File: src/rtl/cell_bal_ctrl.sv
module cell_bal_ctrl #(
  parameter int VW = 12,
  parameter int IW = 12,
  parameter int SW = 8,
  parameter int DW = 8,
  parameter int CLKS_PER_SEC = 50_000_000
) (
  input  logic          clk,
  input  logic          rst_n,
  input  logic          bal_reset,
  input  logic          dis_phase,
  input  logic          cv_mode,
  input  logic [VW-1:0] v_cell1,
  input  logic [VW-1:0] v_cell2,
  input  logic [IW-1:0] chg_cur,
  input  logic [SW-1:0] cfg_interval,
  input  logic [DW-1:0] cfg_start_dly,
  input  logic [DW-1:0] cfg_end_dly,
  input  logic [VW-1:0] cfg_min_chg,
  input  logic [VW-1:0] cfg_min_dis,
  input  logic [IW-1:0] cfg_min_cur,
  input  logic [VW-1:0] cfg_vmid,
  input  logic          meas_done,
  output logic          meas_req,
  output logic          chg_pause,
  output logic          byp1,
  output logic          byp2
);

  localparam int PW = (CLKS_PER_SEC > 1) ? $clog2(CLKS_PER_SEC) : 1;
  localparam logic [PW-1:0] PRE_LAST = PW'(CLKS_PER_SEC - 1);

  typedef enum logic [1:0] {S_IDLE, S_START, S_MEAS, S_END} st_t;

  st_t st;
  logic [PW-1:0] pre;
  logic [SW-1:0] secs;
  logic [DW-1:0] dcnt;

  wire          sec_tick = (pre == PRE_LAST);
  wire [SW:0]   secs_nx  = {1'b0, secs} + {{SW{1'b0}}, 1'b1};
  wire          due      = secs_nx >= {1'b0, cfg_interval};

  wire          c1_hi = v_cell1 > v_cell2;
  wire [VW-1:0] hi    = c1_hi ? v_cell1 : v_cell2;
  wire [VW-1:0] lo    = c1_hi ? v_cell2 : v_cell1;
  wire [VW-1:0] diff  = hi - lo;
  wire          cv_block = cv_mode && (chg_cur < cfg_min_cur);
  wire          chg_ok   = !dis_phase && (diff > cfg_min_chg) && !cv_block;
  wire          dis_ok   = dis_phase && (diff > cfg_min_dis) && (hi >= cfg_vmid);
  wire          want     = chg_ok || dis_ok;

  assign meas_req = (st == S_MEAS);

  always_ff @(posedge clk or negedge rst_n) begin
    if (!rst_n) pre <= '0;
    else        pre <= sec_tick ? '0 : pre + 1'b1;
  end

  always_ff @(posedge clk or negedge rst_n) begin
    if (!rst_n) begin
      st <= S_IDLE; secs <= '0; dcnt <= '0;
      chg_pause <= 1'b0; byp1 <= 1'b0; byp2 <= 1'b0;
    end else if (bal_reset) begin
      st <= S_IDLE; secs <= '0; dcnt <= '0;
      chg_pause <= 1'b0; byp1 <= 1'b0; byp2 <= 1'b0;
    end else begin
      case (st)
        S_IDLE: if (sec_tick) begin
          if (due) begin
            st <= S_START; secs <= '0; dcnt <= cfg_start_dly;
            chg_pause <= 1'b1; byp1 <= 1'b0; byp2 <= 1'b0;
          end else begin
            secs <= secs_nx[SW-1:0];
          end
        end
        S_START: if (dcnt == '0) st <= S_MEAS;
                 else dcnt <= dcnt - 1'b1;
        S_MEAS: if (meas_done) begin
          st <= S_END; dcnt <= cfg_end_dly; chg_pause <= 1'b0;
          byp1 <= want && c1_hi;
          byp2 <= want && !c1_hi;
        end
        S_END: if (dcnt == '0) st <= S_IDLE;
               else dcnt <= dcnt - 1'b1;
        default: st <= S_IDLE;
      endcase
    end
  end

  a_r7_one_bypass: assert property (@(posedge clk) disable iff (!rst_n)
    !(byp1 && byp2));

  a_r8_reset_clears: assert property (@(posedge clk) disable iff (!rst_n)
    bal_reset |=> (!byp1 && !byp2 && !chg_pause && !meas_req));

  a_r2_open_on_pause: assert property (@(posedge clk) disable iff (!rst_n)
    $rose(chg_pause) |-> (!byp1 && !byp2));

  a_r2_req_paused: assert property (@(posedge clk) disable iff (!rst_n)
    meas_req |-> chg_pause);

  a_r6_close_on_decision: assert property (@(posedge clk) disable iff (!rst_n)
    ($rose(byp1) || $rose(byp2)) |-> $past(meas_req && meas_done));

  a_r9_release: assert property (@(posedge clk) disable iff (!rst_n)
    (meas_req && meas_done && !bal_reset) |=> (!chg_pause && !meas_req));

  a_r10_req_held: assert property (@(posedge clk) disable iff (!rst_n)
    (meas_req && !meas_done && !bal_reset) |=> meas_req);

endmodule

File: config.mk
export PLATFORM = sky130hd
export DESIGN_NAME = cell_bal_ctrl
export DESIGN_NICKNAME = d
export VERILOG_FILES = /design/src/rtl/cell_bal_ctrl.sv
export SDC_FILE = /design/constraint.sdc
export NUM_CORES = 1
export LEC_CHECK = 0
export ABC_AREA = 1
export BUFFER_PORTS_ARGS = -buffer_cell sky130_fd_sc_hd__buf_2
export CAP_MARGIN = 25
export CORE_UTILIZATION = 55
export DETAILED_ROUTE_END_ITERATION = 10
export HOLD_SLACK_MARGIN = 0.1
export MAX_ROUTING_LAYER = met4
export PLACE_DENSITY = 0.81
export SETUP_SLACK_MARGIN = 0.05
export SYNTH_ARGS = -nofsm -noshare
export SYNTH_HDL_FRONTEND = slang
export SYNTH_SLANG_ARGS = --single-unit
File: constraint.sdc
create_clock -name clk -period 2.5 [get_ports clk]
set_input_delay 0.625 -clock clk [delete_from_list [all_inputs] [get_ports clk]]
set_output_delay 0.625 -clock clk [all_outputs]
set_load 0.005 [all_outputs]
Word level (Yosys, flattened, before mapping)
Index checks and enable logic that the tools add are counted.
- flip-flop bits (word level): 47
- bits of input ports: 114
- output and inout bits: 4
- logic and storage cells: 81
- add/sub/neg operators: 4
- magnitude comparators: 6
- eq/ne operators: 10
- multiplexer cells: 33
- reduce and logical (&&, ||, !) cells: 21
- operators with widths (operator ; count):
    8-bit two-way mux ; 9
    12-bit > comparator ; 3
    26-bit by 1-bit adder with 26-bit output (second input constant) ; 1
    26-bit equality test (second input constant) ; 1
    26-bit two-way mux ; 1
    12-bit two-way mux ; 2
    8-bit one-hot mux with 3 select lines ; 1
    3-bit != test (second input constant) ; 6
    12-bit >= comparator ; 1
    12-bit < comparator ; 1
    2-bit two-way mux ; 6
    12-bit subtractor ; 1
    1-bit two-way mux ; 10
    8-bit by 1-bit adder with 9-bit output (second input constant) ; 1
    9-bit by 8-bit >= comparator with 1-bit output ; 1
    8-bit logical NOT ; 1
    2-bit one-hot mux with 4 select lines ; 1
    4-bit AND reduction ; 2
    8-bit by 1-bit subtractor with 8-bit output (second input constant) ; 1
    1-bit logical AND ; 7
    1-bit one-hot mux with 2 select lines ; 3
    5-bit AND reduction ; 1
    2-bit equality test (second input constant) ; 2
    2-bit nonzero test ; 2
    other kinds (7) ; 9

Depth between registers and ports, before layout
- word-level depth: 11
- mapped depth: 34
- gate-level depth less buffers: 34

Worst setup path after synthesis
No wires, ideal clock.
- kind: input -> register
- from: input port v_cell2[9]
- to: register byp1
- library setup time: 0.065 ns
- arrival: 3.636 ns
- required time: 2.435 ns
- slack: -1.201 ns
- stages on the path: 33
- cell sequence: inv_1 -> ha_1 -> nand2_1 -> inv_2 -> nand2_2 -> inv_2 -> nand2_1 -> nand3_4 -> nand2_4 -> nand2_1 -> nand3_1 -> ha_1 -> inv_1 -> nand2_1 -> nand2_1 -> nand3_1 -> nand2_1 -> nand2_1 -> nand2_1 -> nand2_1 -> ha_1 -> nand2_1 -> nor2_1 -> nand4_1 -> a21oi_1 -> nor2_1 -> nor3_1 -> nand2_1 -> o21ai_0 -> nand2_1 -> nor2_1 -> nand2_1 -> nand2_1
- cells in the longest elaborated chain, start to end: 11
- elaborated cells between the ends (all ways): 16
- ends and longest elaborated chain (element ; line ; RTL):
    start: declaration ; 14 ; input logic [VW-1:0] v_cell2,
    12-bit > comparator ; 44 ; wire c1_hi = v_cell1 > v_cell2;
    12-bit two-way mux, on equally long branches ; 45, 46 ;
    12-bit subtractor ; 47 ; wire [VW-1:0] diff = hi - lo;
    12-bit > comparator, on equally long branches ; 49, 50 ;
    1-bit logical AND, on equally long branches (2 in series) ; 49, 50 ;
    1-bit logical OR ; 51 ; wire want = chg_ok || dis_ok;
    1-bit logical AND * ; 81 ; byp1 <= want && c1_hi;
    1-bit two-way mux * ; 79 ; S_MEAS: if (meas_done) begin
    1-bit one-hot mux with 2 select lines * ; 68 ; case (st)
    1-bit two-way mux * ; 64 ; end else if (bal_reset) begin
    end signal: assignment ; 81 ;
    end: declaration ; 26 ; output logic byp1,
Every way passes the cells marked *; elsewhere a longest branch is shown, timed or not. The select of a mux whose other input is x is not followed.
A chain may end at the register's enable or synchronous reset.

Final worst setup path
- from: input port v_cell1[1]
- to: register byp2
- cells in the longest elaborated chain, start to end: 11
- elaborated cells between the ends (all ways): 17
- ends and longest elaborated chain (element ; line ; RTL):
    start: declaration ; 13 ; input logic [VW-1:0] v_cell1,
    12-bit > comparator ; 44 ;
    12-bit two-way mux, on equally long branches ; 45, 46 ;
    12-bit subtractor ; 47 ;
    12-bit > comparator, on equally long branches ; 49, 50 ;
    1-bit logical AND, on equally long branches (2 in series) ; 49, 50 ;
    1-bit logical OR ; 51 ;
    1-bit logical AND * ; 82 ; byp2 <= want && !c1_hi;
    1-bit two-way mux * ; 79 ;
    1-bit one-hot mux with 2 select lines * ; 68 ;
    1-bit two-way mux * ; 64 ;
    end signal: assignment ; 82 ;
    end: declaration ; 27 ; output logic byp2
Marked as above.

==> metrics.yaml <==
period_needed_ns: 4.19
placed_cell_area_um2: 6860
power.leakage_nw: 4.36
place_inst: 1097
postRouteAntennaNets: 0
die_x_um: 100
synthToLayoutAreaGrowth_pct: 49.3
max_stage_delay_ns: 0.29
multi_input_area_um2: 4210
max_freq_mhz: 239
port_buffers: 117
cp-start-kind: "input pin"
clkLatencyLatePin_ns: 0.31
numCtsBuffers: 5
drv_slew: 0
ff_latch_area_um2: 1180
die-area_um2: 10100
cp_max_fo: 7
gp_congestion: 0.933
setup_ws_ns: -1.69
grt_pass1_vias: 6175
crit_top_cell: "nand2_1"
ys_ff_latch: 47
wl_per_cell_um: 17.1
grt_pass1_wl_um: 26600
cp_slowest_cell: "ha_4"
cts_tree: "yes"
hold_buffers: 0
track_usage_pct: 33.7
hpwl_um: 12500
wl_um: 19700
yosysWarnings: 0
synth.yosys.seq_area_share_pct: 22.1
cts-root-buf: "clkbuf_8"
rows: 35
syn_inst: 781
ir_drop_mv: 0.360
grt_max_degree: 27
core-area_um2: 9330
first_pass_iters: 6
worst_ep_required_time_ns: 2.74
design_area_um2: 7950
drive_gt1_share_pct: 41.1
syn_nets: 971
criticalPathCategory: "in2reg"
syn_area_um2: 5320
postSynth.topFlopCell: "dfrtp_1"
max_slew_margin_pct: 62.9
drt_iter0_drc: 429
diodes: 0
end_kind: "register"
hold_viol_final: 0
fin_skew_ns: 0.0111
io-pin-count: 118
final-instance-count-excl-fill: 1150
antenna_found_initial: 0
p_total_mw: 3.94
drv_cap: 0
post-route-util_pct: 85.2
viasPerCell: 5.70
violations: "setup timing"
synth_edf_count: 0
path_clk_slew_ns: 0.08
start_util_pct: 57.1
die_h_um: 100
rsz0062_at_grt: "yes"
clock_path_buffers: 2
async_flop_share_pct: 100
tightest_slew_ns: 0.554
overflow: 0
power_density_nw_per_um2: 496
drc: 0
ys_types: 45
fin_nets: 1211
status: "complete, but fails checks"
fillers: 514
setup_viol: 2
avgSynthCellArea_um2: 6.82
vias: 6553
fin_crit_sh_pct: 168
min_path_type: "in2async"
clock_sinks: 47
htree_levels: 2
crit_arrival_ns: 4.43
dp_slack_ns: -1.66
worst max-delay path: cells and delay by family:
family          cells  cell delay (ns)
simple gates       23             2.48
fa+ha+maj           2             0.57
buf+inv             3             0.45
compound gates      2             0.30
cells in the mapped netlist (all sizes together) (2+ instances only):
| cell type | count | share of area (%) |
|---|---|---|
| nand4 | 16 | 2.2 |
| o21a | 2 | 0.28 |
| nor2 | 62 | 4.7 |
| xnor2 | 4 | 0.66 |
| a22o | 7 | 1.2 |
| dfrtp | 47 | 22 |
| clkbuf | 6 | 0.45 |
| ha | 76 | 18 |
| nor3 | 18 | 2.5 |
| inv | 150 | 11 |
| a21oi | 47 | 4.5 |
| nor4 | 5 | 0.59 |
| a211oi | 3 | 0.42 |
| o21ai | 32 | 3.6 |
| nand3 | 55 | 5.8 |
| nand2 | 204 | 15 |
| o211ai | 15 | 2.4 |
| or2 | 2 | 0.24 |
| buf | 3 | 0.52 |
| a21o | 2 | 0.28 |
| xor2 | 12 | 2.0 |
| a31oi | 7 | 1.1 |
final timing paths:
path	startpoint	cells past startpoint	to	slack, ns
worst min register to register	pre[24]$_DFF_PN0_	1	pre[24]$_DFF_PN0_	0.50
min in group clk	pre[24]$_DFF_PN0_	1	pre[24]$_DFF_PN0_	0.50
worst max register to register	secs[2]$_DFFE_PN0P_	12	dcnt[2]$_DFFE_PN0P_	0.03
worst max-delay path	v_cell1[1]	30	byp2$_DFFE_PN0P_	-1.69
worst min-delay path	rst_n	1	pre[2]$_DFF_PN0_	0.29
max in group asynchronous	rst_n	2	st[0]$_DFFE_PN0P_	1.69
routing by layer:
metal  vias to the layer above  routed length (um)  global-route usage (%)
li1                       3021                   -                       -
met3                       148                1280                    3.62
met4                         0                1520                    16.2
met5                         -                   0                       -
met1                      3020                6970                    35.7
met2                       364                9930                    62.2
kinds of logic (layout without fill, tap and decap cells):
logic type | count (synthesis) | count (layout) | synth area share, %
AO/OA/AOI/OAI | 118 | 118 | 14.2
buffers and inverters | 160 | 399 | 11.6
flip-flops | 47 | 47 | 22.1
adder cells (fa/ha/maj) | 76 | 76 | 17.9
multiplexers | 1 | 1 | 0.212
AND/OR/NAND/NOR | 363 | 364 | 31.4
XOR/XNOR | 16 | 16 | 2.63
metrics by stage:
stage	hold slack, ns	setup TNS, ns
after floorplan	0.329	-2.19
final	0.285	-3.36
after global routing	0.321	-4.49
after global placement	0.473	-3.19
after CTS	0.304	-2.37
after detailed placement	0.485	-5.25
power by group:
group	internal, mW	leakage (nW)	total (mW)	switching (mW)
Sequential	0.842	0.632	0.934	0.0926
Clock	0.293	0.0513	0.548	0.254
Combinational	1.08	3.68	2.46	1.37
flip-flops by register name, indices dropped and copies added, names as in the netlist:
register and cells:
pre 26, dcnt 8, secs 8, st 2, byp1 1, byp2 1
chg_pause 1
cell type report:
class | instances | share of cell area, %
Clock buffer | 6 | 0.913
Clock inverter | 1 | 0.378
Inverter | 151 | 7.59
Multi-Input combinational cell | 575 | 53.0
Sequential cell | 47 | 14.8
Tap cell | 129 | 2.03
Timing Repair Buffer | 241 | 21.3
timing repair:
action / in CTS / in global routing
endpoints found under the setup margin: 18 / 21
cloned: 1 / 0
pin swaps: 41 / 72
buffers inserted: 19 / 26
gates resized for setup: 56 / 99
cells in the final DEF (no fill, tap or decap), drive strengths merged:
master    n
buf     241
nand2   205
inv     150
ha       76
nor2     62
nand3    55
dfrtp    47
a21oi    47
o21ai    32
nor3     18
nand4    16
o211ai   15
xor2     12
a22o      7
a31oi     7
clkbuf    6
nor4      5
xnor2     4
a211oi    3
a21o      2
or2       2
o21a      2
nor4b     1
clkinv    1
o221ai    1
mux2      1
a221o     1
o31ai     1
bufinv    1
Note: power is estimated with default switching activity, not from simulation.
